$ cat config.mk
export PLATFORM = sky130hd
export DESIGN_NAME = snd_window_dec
export DESIGN_NICKNAME = d
export VERILOG_FILES = /design/src/rtl/snd_window_dec.sv
export SDC_FILE = /design/constraint.sdc
export NUM_CORES = 1
export LEC_CHECK = 0
export ABC_AREA = 1
export BUFFER_PORTS_ARGS = -buffer_cell sky130_fd_sc_hd__buf_2
export CELL_PAD_IN_SITES_DETAIL_PLACEMENT = 0
export CELL_PAD_IN_SITES_GLOBAL_PLACEMENT = 1
export CORE_MARGIN = 2
export CORE_UTILIZATION = 22
export DETAILED_ROUTE_END_ITERATION = 7
export PLACE_DENSITY = 0.87
export SLEW_MARGIN = 30
export SYNTH_ARGS = -nofsm -noshare
export SYNTH_HDL_FRONTEND = slang
export SYNTH_SLANG_ARGS = --single-unit
$ cat constraint.sdc
create_clock -name clk -period 1.4 [get_ports clk]
set_input_delay 0.07 -clock clk [delete_from_list [all_inputs] [get_ports clk]]
set_output_delay 0.07 -clock clk [all_outputs]
set_load 0.02 [all_outputs]
$ cat src/rtl/snd_window_dec.sv
module snd_window_dec (
  input  logic        clk,
  input  logic        rst_n,
  input  logic [23:0] addr_i,
  input  logic        word_i,
  input  logic        rd_i,
  input  logic        wr_i,
  input  logic [15:0] wdata_i,
  input  logic [15:0] open_bus_i,
  input  logic        cop_hold_i,
  input  logic        force_ack_i,
  output logic [12:0] ram_addr_o,
  output logic        ram_we_o,
  output logic [7:0]  ram_wdata_o,
  input  logic [7:0]  ram_rdata_i,
  output logic [1:0]  fm_port_o,
  output logic        fm_we_o,
  output logic [7:0]  fm_wdata_o,
  input  logic [7:0]  fm_rdata_i,
  output logic        bank_o,
  output logic        busreq_o,
  output logic        cop_rst_o,
  output logic        halted_o,
  output logic        ack_o,
  output logic [15:0] rdata_o
);

  localparam logic [7:0] WIN_SEG  = 8'hA0;
  localparam logic [7:0] CTL_SEG  = 8'hA1;
  localparam logic [7:0] REQ_PAGE = 8'h11;
  localparam logic [7:0] RST_PAGE = 8'h12;
  localparam logic [6:0] BNK_PAGE = 7'h60;
  localparam logic [6:0] TRP_PAGE = 7'h7F;

  logic [7:0] seg, page;
  logic [1:0] zone;
  logic       acc, sel, in_win, in_ctl, open_win;
  logic       hit_ram, hit_fm, hit_sub, hit_bank, hit_req, hit_rst;
  logic       lock, stall, live_wr, ctl_wr, wbit;
  logic [7:0] wbyte, ob_byte;

  assign seg      = addr_i[23:16];
  assign page     = addr_i[15:8];
  assign zone     = addr_i[14:13];
  assign acc      = rd_i | wr_i;
  assign sel      = seg >= WIN_SEG;
  assign in_win   = seg == WIN_SEG;
  assign in_ctl   = seg == CTL_SEG;
  assign open_win = in_win & ~cop_hold_i;

  assign hit_ram  = open_win & ~zone[1];
  assign hit_fm   = open_win & (zone == 2'b10);
  assign hit_sub  = open_win & (zone == 2'b11);
  assign hit_bank = hit_sub & (addr_i[14:8] == BNK_PAGE);
  assign hit_req  = in_ctl & (page == REQ_PAGE);
  assign hit_rst  = in_ctl & (page == RST_PAGE);

  assign lock  = acc & ((hit_sub & (addr_i[14:8] == TRP_PAGE)) |
                        (in_ctl & ~hit_req & ~hit_rst) | (seg > CTL_SEG));
  assign stall = lock & ~force_ack_i;
  assign ack_o = sel & acc & ~halted_o & ~stall;

  assign live_wr = wr_i & ~halted_o & ~lock;
  assign ctl_wr  = live_wr & (word_i | ~addr_i[0]);
  assign wbyte   = word_i ? wdata_i[15:8] : wdata_i[7:0];
  assign wbit    = word_i ? wdata_i[8] : wdata_i[0];
  assign ob_byte = addr_i[0] ? open_bus_i[7:0] : open_bus_i[15:8];

  assign ram_addr_o  = addr_i[12:0];
  assign ram_we_o    = live_wr & hit_ram;
  assign ram_wdata_o = wbyte;
  assign fm_port_o   = addr_i[1:0];
  assign fm_we_o     = live_wr & hit_fm;
  assign fm_wdata_o  = wbyte;

  always_comb begin
    if (!rd_i || !sel)
      rdata_o = 16'h0000;
    else if (lock || hit_sub)
      rdata_o = word_i ? 16'hFFFF : 16'h00FF;
    else if (hit_ram)
      rdata_o = word_i ? {ram_rdata_i, ram_rdata_i} : {8'h00, ram_rdata_i};
    else if (hit_fm)
      rdata_o = word_i ? {fm_rdata_i, fm_rdata_i} : {8'h00, fm_rdata_i};
    else if (hit_req)
      rdata_o = word_i ? {open_bus_i[15:9], cop_hold_i, open_bus_i[7:0]}
                       : {8'h00, ob_byte[7:1], cop_hold_i};
    else
      rdata_o = word_i ? open_bus_i : {8'h00, ob_byte};
  end

  always_ff @(posedge clk or negedge rst_n) begin
    if (!rst_n) begin
      bank_o    <= 1'b0;
      busreq_o  <= 1'b0;
      cop_rst_o <= 1'b0;
      halted_o  <= 1'b0;
    end else begin
      if (live_wr && hit_bank) bank_o    <= wbit;
      if (ctl_wr && hit_req)   busreq_o  <= wbit;
      if (ctl_wr && hit_rst)   cop_rst_o <= wbit;
      if (stall)               halted_o  <= 1'b1;
    end
  end


  hold_no_write_chk: assert property (@(posedge clk) disable iff (!rst_n)
    (ram_we_o || fm_we_o) |-> !cop_hold_i);


  one_target_chk: assert property (@(posedge clk) disable iff (!rst_n)
    $onehot0({ram_we_o, fm_we_o}));


  halt_sticky_chk: assert property (@(posedge clk) disable iff (!rst_n)
    halted_o |=> halted_o);


  halt_cause_chk: assert property (@(posedge clk) disable iff (!rst_n)
    $rose(halted_o) |-> $past(!force_ack_i && (rd_i || wr_i)));


  busreq_src_chk: assert property (@(posedge clk) disable iff (!rst_n)
    !$stable(busreq_o) |-> $past(wr_i && !halted_o && addr_i[23:8] == 16'hA111));


  bank_src_chk: assert property (@(posedge clk) disable iff (!rst_n)
    !$stable(bank_o) |-> $past(wr_i && !cop_hold_i && addr_i[23:16] == 8'hA0));


  ack_claim_chk: assert property (@(posedge clk) disable iff (!rst_n)
    ack_o |-> (addr_i[23:16] >= 8'hA0) && !halted_o);

endmodule

# Yosys cells after proc, flatten, opt, wreduce, memory -nomap -nowiden

Index checks and enable logic that the tools add are counted.
Widths: inputs -> output; s select.

Output and inout bits: 54
Register bits after elaboration: 4
Logic and storage cells: 67
Input port bits: 79

Magnitude comparators: 2
Mux-type cells: 13
Reduce and logical (&&, ||, !) cells: 7
Equality and inequality tests: 8
Bitwise gates (word level): 33

Operators with widths:

| operator           | number |
|---|---|
| $mux 16            | 10 |
| $and 1x1->1        | 20 |
| $eq 8x5->1 const B | 2 |
| $eq 8x8->1 const B | 2 |
| $mux 8             | 2 |
| $eq 7x7->1 const B | 2 |
| $not 1->1          | 9 |
| $ge 8x8->1 const B | 1 |
| $gt 8x8->1 const B | 1 |
| $eq 2x2->1 const B | 2 |
| $or 1x1->1         | 4 |
| $logic_and 1x1->1  | 3 |
| $logic_not 1->1    | 2 |
| $logic_or 1x1->1   | 2 |
| $mux 1             | 1 |

# Longest topological paths before layout

Word-level depth: 12
Gate-level depth with buffers: 12
Mapped depth without buffers: 11

# Worst setup path before layout

No wires, ideal clock.

Path type: in2out
Start: input port addr_i[17]
End: output port rdata_o[0]
Cell stages on the path: 8
Data arrival time: 1219 ps
Path slack: 111 ps
Required time: 1330 ps
Cells stage by stage: nor2_1 > nand3_2 > nor2_8 > buf_6 > nand4_1 > nand2_1 > nand2_1 > a21oi_1

Word-level cells in the longest chain between the ends: 11
Elaborated cells on any way between the ends: 26
Classes of those cells: order compare (2); eq/ne (2); mux (5); bitwise (14); reduce/logical (3)

RTL lines:

| item                     | line | source |
|---|---|---|
| from (decl)              | 4    | `input logic [23:0] addr_i,` |
| $eq 8x8->1               | 48   | `assign in_ctl = seg == CTL_SEG;` |
| $and 1x1->1              | 55   | `assign hit_req = in_ctl & (page == REQ_PAGE);` |
| $not 1->1                | 59   | `(in_ctl & ~hit_req & ~hit_rst) \| (seg > CTL_SEG));` |
| $and 1x1->1 (2 in a row) | 59   |  |
| $or 1x1->1               | 58   | `assign lock = acc & ((hit_sub & (addr_i[14:8] == TRP_PAGE)) \|` |
| $or 1x1->1               | 59   |  |
| $and 1x1->1              | 58   |  |
| $logic_or 1x1->1         | 79   | `else if (lock \|\| hit_sub)` |
| $mux 16                  | 79   |  |
| $mux 16 *                | 77   | `if (!rd_i \|\| !sel)` |
| to (decl)                | 25   | `output logic [15:0] rdata_o` |

Every way passes the cells marked *; elsewhere a longest branch is shown, timed or not.

# Worst setup path in the final report

Start: input port addr_i[18]
End: output port rdata_o[9]

Same word-level chain as after synthesis.

==> out/summary.md <==
The run gives 4482 um as the detailed-placement wirelength estimate. The slew at the pin closest to its max-slew limit came out at 398.0 ps. The die is 85.82 um wide. In the routed design, unresolved DRC markers number 8. The global placement routability congestion was 0.8743; the headroom to the max-slew limit was 73.22%. Summed over all cells, the static leakage comes to 1.397 nW.

The run finished, with violations left. STA puts the critical path data arrival time at 1370 ps. The logs give 2 for the maximum clock path buffer count and 1.550 ps for the final worst clock skew.

The number of antenna diodes in the final layout is 0. In the global route stage, overall resource usage came out at 13.62%. After routing the design area is 0.002337 mm^2.

The filler cell count in the final layout is 750, and the data required time of the critical path is 1330 ps. Storage element area: 100.1 um^2. Once placement finished, the instance area stood at 0.002059 mm^2. Static timing analysis puts the maximum clock frequency at 0.6939 GHz. The run gives 0.007364 mm^2 as the area of the die. The biggest area contributor in the post-synthesis netlist is nand2_1.

The total placed cells including tap cells was 459; the combined area of all synthesized cells was 0.001473 mm^2. The run gives 0 as the total grt overflow. In this run the number of cells on the critical path is 12.

The worst setup path is launched from an input pin. The clock reaches the later pin of the worst-skew pair after 220 ps. IR analysis of the VDD net gives a maximum drop of 0.4066 mV. The largest single stage delay on the critical path is 170 ps. The total power divided by cell area was 399.4 mW/mm^2. In this run, CTS created clock tree buffers numbering 3. On the final layout, the worst hold slack is 118.1 ps. The count of nets left with antenna violations once routing finished came out at 0.

On the critical path the largest part of the delay comes from simple AND/OR/NAND/NOR gates. The area growth from synthesis to layout is 58.71%. The critical path ends at rdata_o[9].

Summed over its instances, the top area cell type makes up 24.21% of the synthesized netlist area. The internal portion of total power was 550.8 uW; the final max-slew violation count was 0. After the flow finishes, the layout carries non-filler instances totaling 469. The number of rows in the core area is 29, and the number of clock sinks is 4. For this run, the number of Yosys warnings is 0. The y dimension of the die is 85.82 um. The tools report the number of nets produced by synthesis as 357. The tree is rooted in a clkbuf_8. The core region is 0.006422 mm^2. The share of total power dissipated in the clock network is 25.7%. The worst register-to-register path has a depth of 6.

Number of optimization iterations in the first detailed-route pass: 6. For this configuration, the core starts out at a cell density of 22.93%. In this run the critical register-to-register path is captured at busreq_o.

The part of the power in combinational logic is 61.8%. The number of vias per cell is 4.407. The critical path buffer and inverter count was 4. Initial antenna violation count: 0. Setup violations remaining at the end of the flow were counted as 15. Entering global routing, the biggest net connects 20 pins. In this run the worst setup path begins at addr_i[18]. The worst path in the final design needs a cycle of 1441 ps, including I/O delays and setup. TritonCTS built the clock tree. Along the worst path, the maximum fanout reaches 12.

The detailed-route wire length per cell is 11.27 um, and the area occupied by multi-input gates is 0.001135 mm^2. The final reports fail on design-rule violations, negative setup slack. For this design the total switching power over the nets is 382.8 uW. The total number of vias is 2067. In this run switching power makes up 41.01% of total power. The signal on the critical path passes through buf_6, nor2_4, buf_4, nand2_2, nor2_4, nand3_2, nand2_2, o21ai_4, buf_12, nor2_1, nor2_1, buf_4. In the post-synthesis netlist, the biggest area contributors are nand2_1 (24%), nor2_1 (16%), buf_4 (12%). In this run the critical register-to-register path is launched from halted_o. The number of different library cells in the post-synthesis netlist came out at 26. The tightest min-delay check is of the in2reg type.

The first global-routing pass estimated 8231 um of wire. Type of the worst setup path: in2out. Averaged over all synthesized cells, the footprint is 5.297 um^2. The total count of hold-check failures in the final report is 0. For this block, the initial DRC count from the detailed router was 73. Post-synthesis register bit count: 4. The final layout contains 473 nets. H-tree depth reported by CTS: 1. Measured on the finished design, the core utilization comes to 36.39%. The share of the Yosys chip area taken by registers is 6.797%. The max-cap check violation count is 0. The reg2reg setup slack was 180 ps.

Critical-path cell with the highest stage delay: buf_4. Per report_power, the sequential group accounts for 12.5% of the total. Dividing the final minimum period by the clock period gives 102.9%. The worst setup slack before clock tree synthesis was -147.5 ps; the register clock-pin slew on the reported worst setup and hold paths was 30 ps.

The worst path setup slack after routing is -41.22 ps. 133 I/O pins were placed. The number of input and output port buffers inserted was 117; the overall routed net length was 5285 um.

The tools report the number of instances in the synthesized netlist as 278. STA classifies the critical path endpoint as a primary output. Setup repair after global routing could not meet its margin everywhere. In the final layout, the share of cells above drive strength 1 is 48.21%. For the number of global-route vias before repair, the log shows 1898.
==> synthesized netlist by cell type <==
cell      number
nand3b_1       1
inv_1         24
nand2_2        2
o21ai_0        2
clkbuf_1       1
nand3_2        4
nor3_2         1
nand3_4        1
nor2_8         1
nand3_1       11
nor3_1         8
nor2_2         5
buf_4         24
nand4_1        9
o21ai_4        1
a21oi_1        4
nand2_1       95
buf_6          3
dfrtp_1        4
mux2_2         8
nor2_4         1
buf_2          4
nand2_4        1
nor2_1        61
nor4_1         1
clkinv_1       1
==> area by class of cell <==
type	instances	share of cell area, %
Clock buffer	3	1.767
Inverter	25	4.176
Multi-Input combinational cell	217	48.55
Sequential cell	4	4.283
Tap cell	77	4.122
Timing Repair Buffer	143	37.10
==> power by group through the flow <==
stage	registers, mW	clock network [mW]	logic [mW]
6_report	0.116	0.240	0.577
5_1_grt	0.116	0.255	0.641
4_1_cts	0.116	0.248	0.544
3_5_place_dp	0.118	0	0.521
3_3_place_gp	0.118	0	0.519
2_1_floorplan	0.118	0	0.367
==> stage by stage <==
| stage | total power, mW | TNS, ps |
|---|---|---|
| after detailed placement | 0.6391 | -2189 |
| after floorplan | 0.4845 | 0 |
| final | 0.9336 | -390.9 |
| after global routing | 1.012 | -2784 |
| after global placement | 0.6365 | -2061 |
| after CTS | 0.9083 | -595.5 |
==> state kept, by name, indices dropped and copies added, names as in the netlist <==
signal / count
busreq_o: 1
bank_o: 1
halted_o: 1
cop_rst_o: 1
==> cells in the final DEF (no fill, tap or decap), drive strengths merged <==
cell,count
o21ai,3
nand4,9
dlygate4sd3,1
mux2,8
a21oi,4
nand2,98
dfrtp,4
inv,23
nand3,16
nor2,68
nor3,9
clkinvlp,1
nor4,1
clkinv,1
clkbuf,3
nand3b,1
buf,142
==> how the worst min path moves through the flow <==
stage / cells after the start / endpoint / from
after global placement: 1 / halted_o / rst_n
after floorplan: 0 / bank_o / rst_n
after global routing: 0 / ram_addr_o[3] / addr_i[3]
final: 4 / halted_o / force_ack_i
after detailed placement: 1 / cop_rst_o / rst_n
after CTS: 4 / halted_o / force_ack_i
==> repair_timing <==
item                                    4_1_cts  5_1_grt
gates resized for setup                      18       32
endpoints found under the setup margin       17       19
hold endpoints to repair                      4        0
pin swaps                                    15       22
hold buffers                                  1        0
gates cloned                                  0        0
setup buffers                                 0        6
==> per-layer routing <==
metal | GRT usage [%] | vias up | wire length (um)
met3 | 1.925 | 6 | 392
met4 | 3.030 | 0 | 55
met5 | 0 | - | 0
li1 | - | 1071 | -
met1 | 16.69 | 920 | 2125
met2 | 25.07 | 70 | 2713
==> tightest hold or removal path, stage by stage <==
cell and delay (ps):
buf_2 70, inv_1 30, nand2_1 70, nand2_1 50
==> kinds of logic after synthesis <==
group / count (synthesis) / share of synthesized area, %
mux: 8 / 6.117
flops: 4 / 6.797
buf+inv: 57 / 22.51
simple gates: 202 / 61.43
compound gates: 7 / 3.144
(Power assumes the default switching activity.)
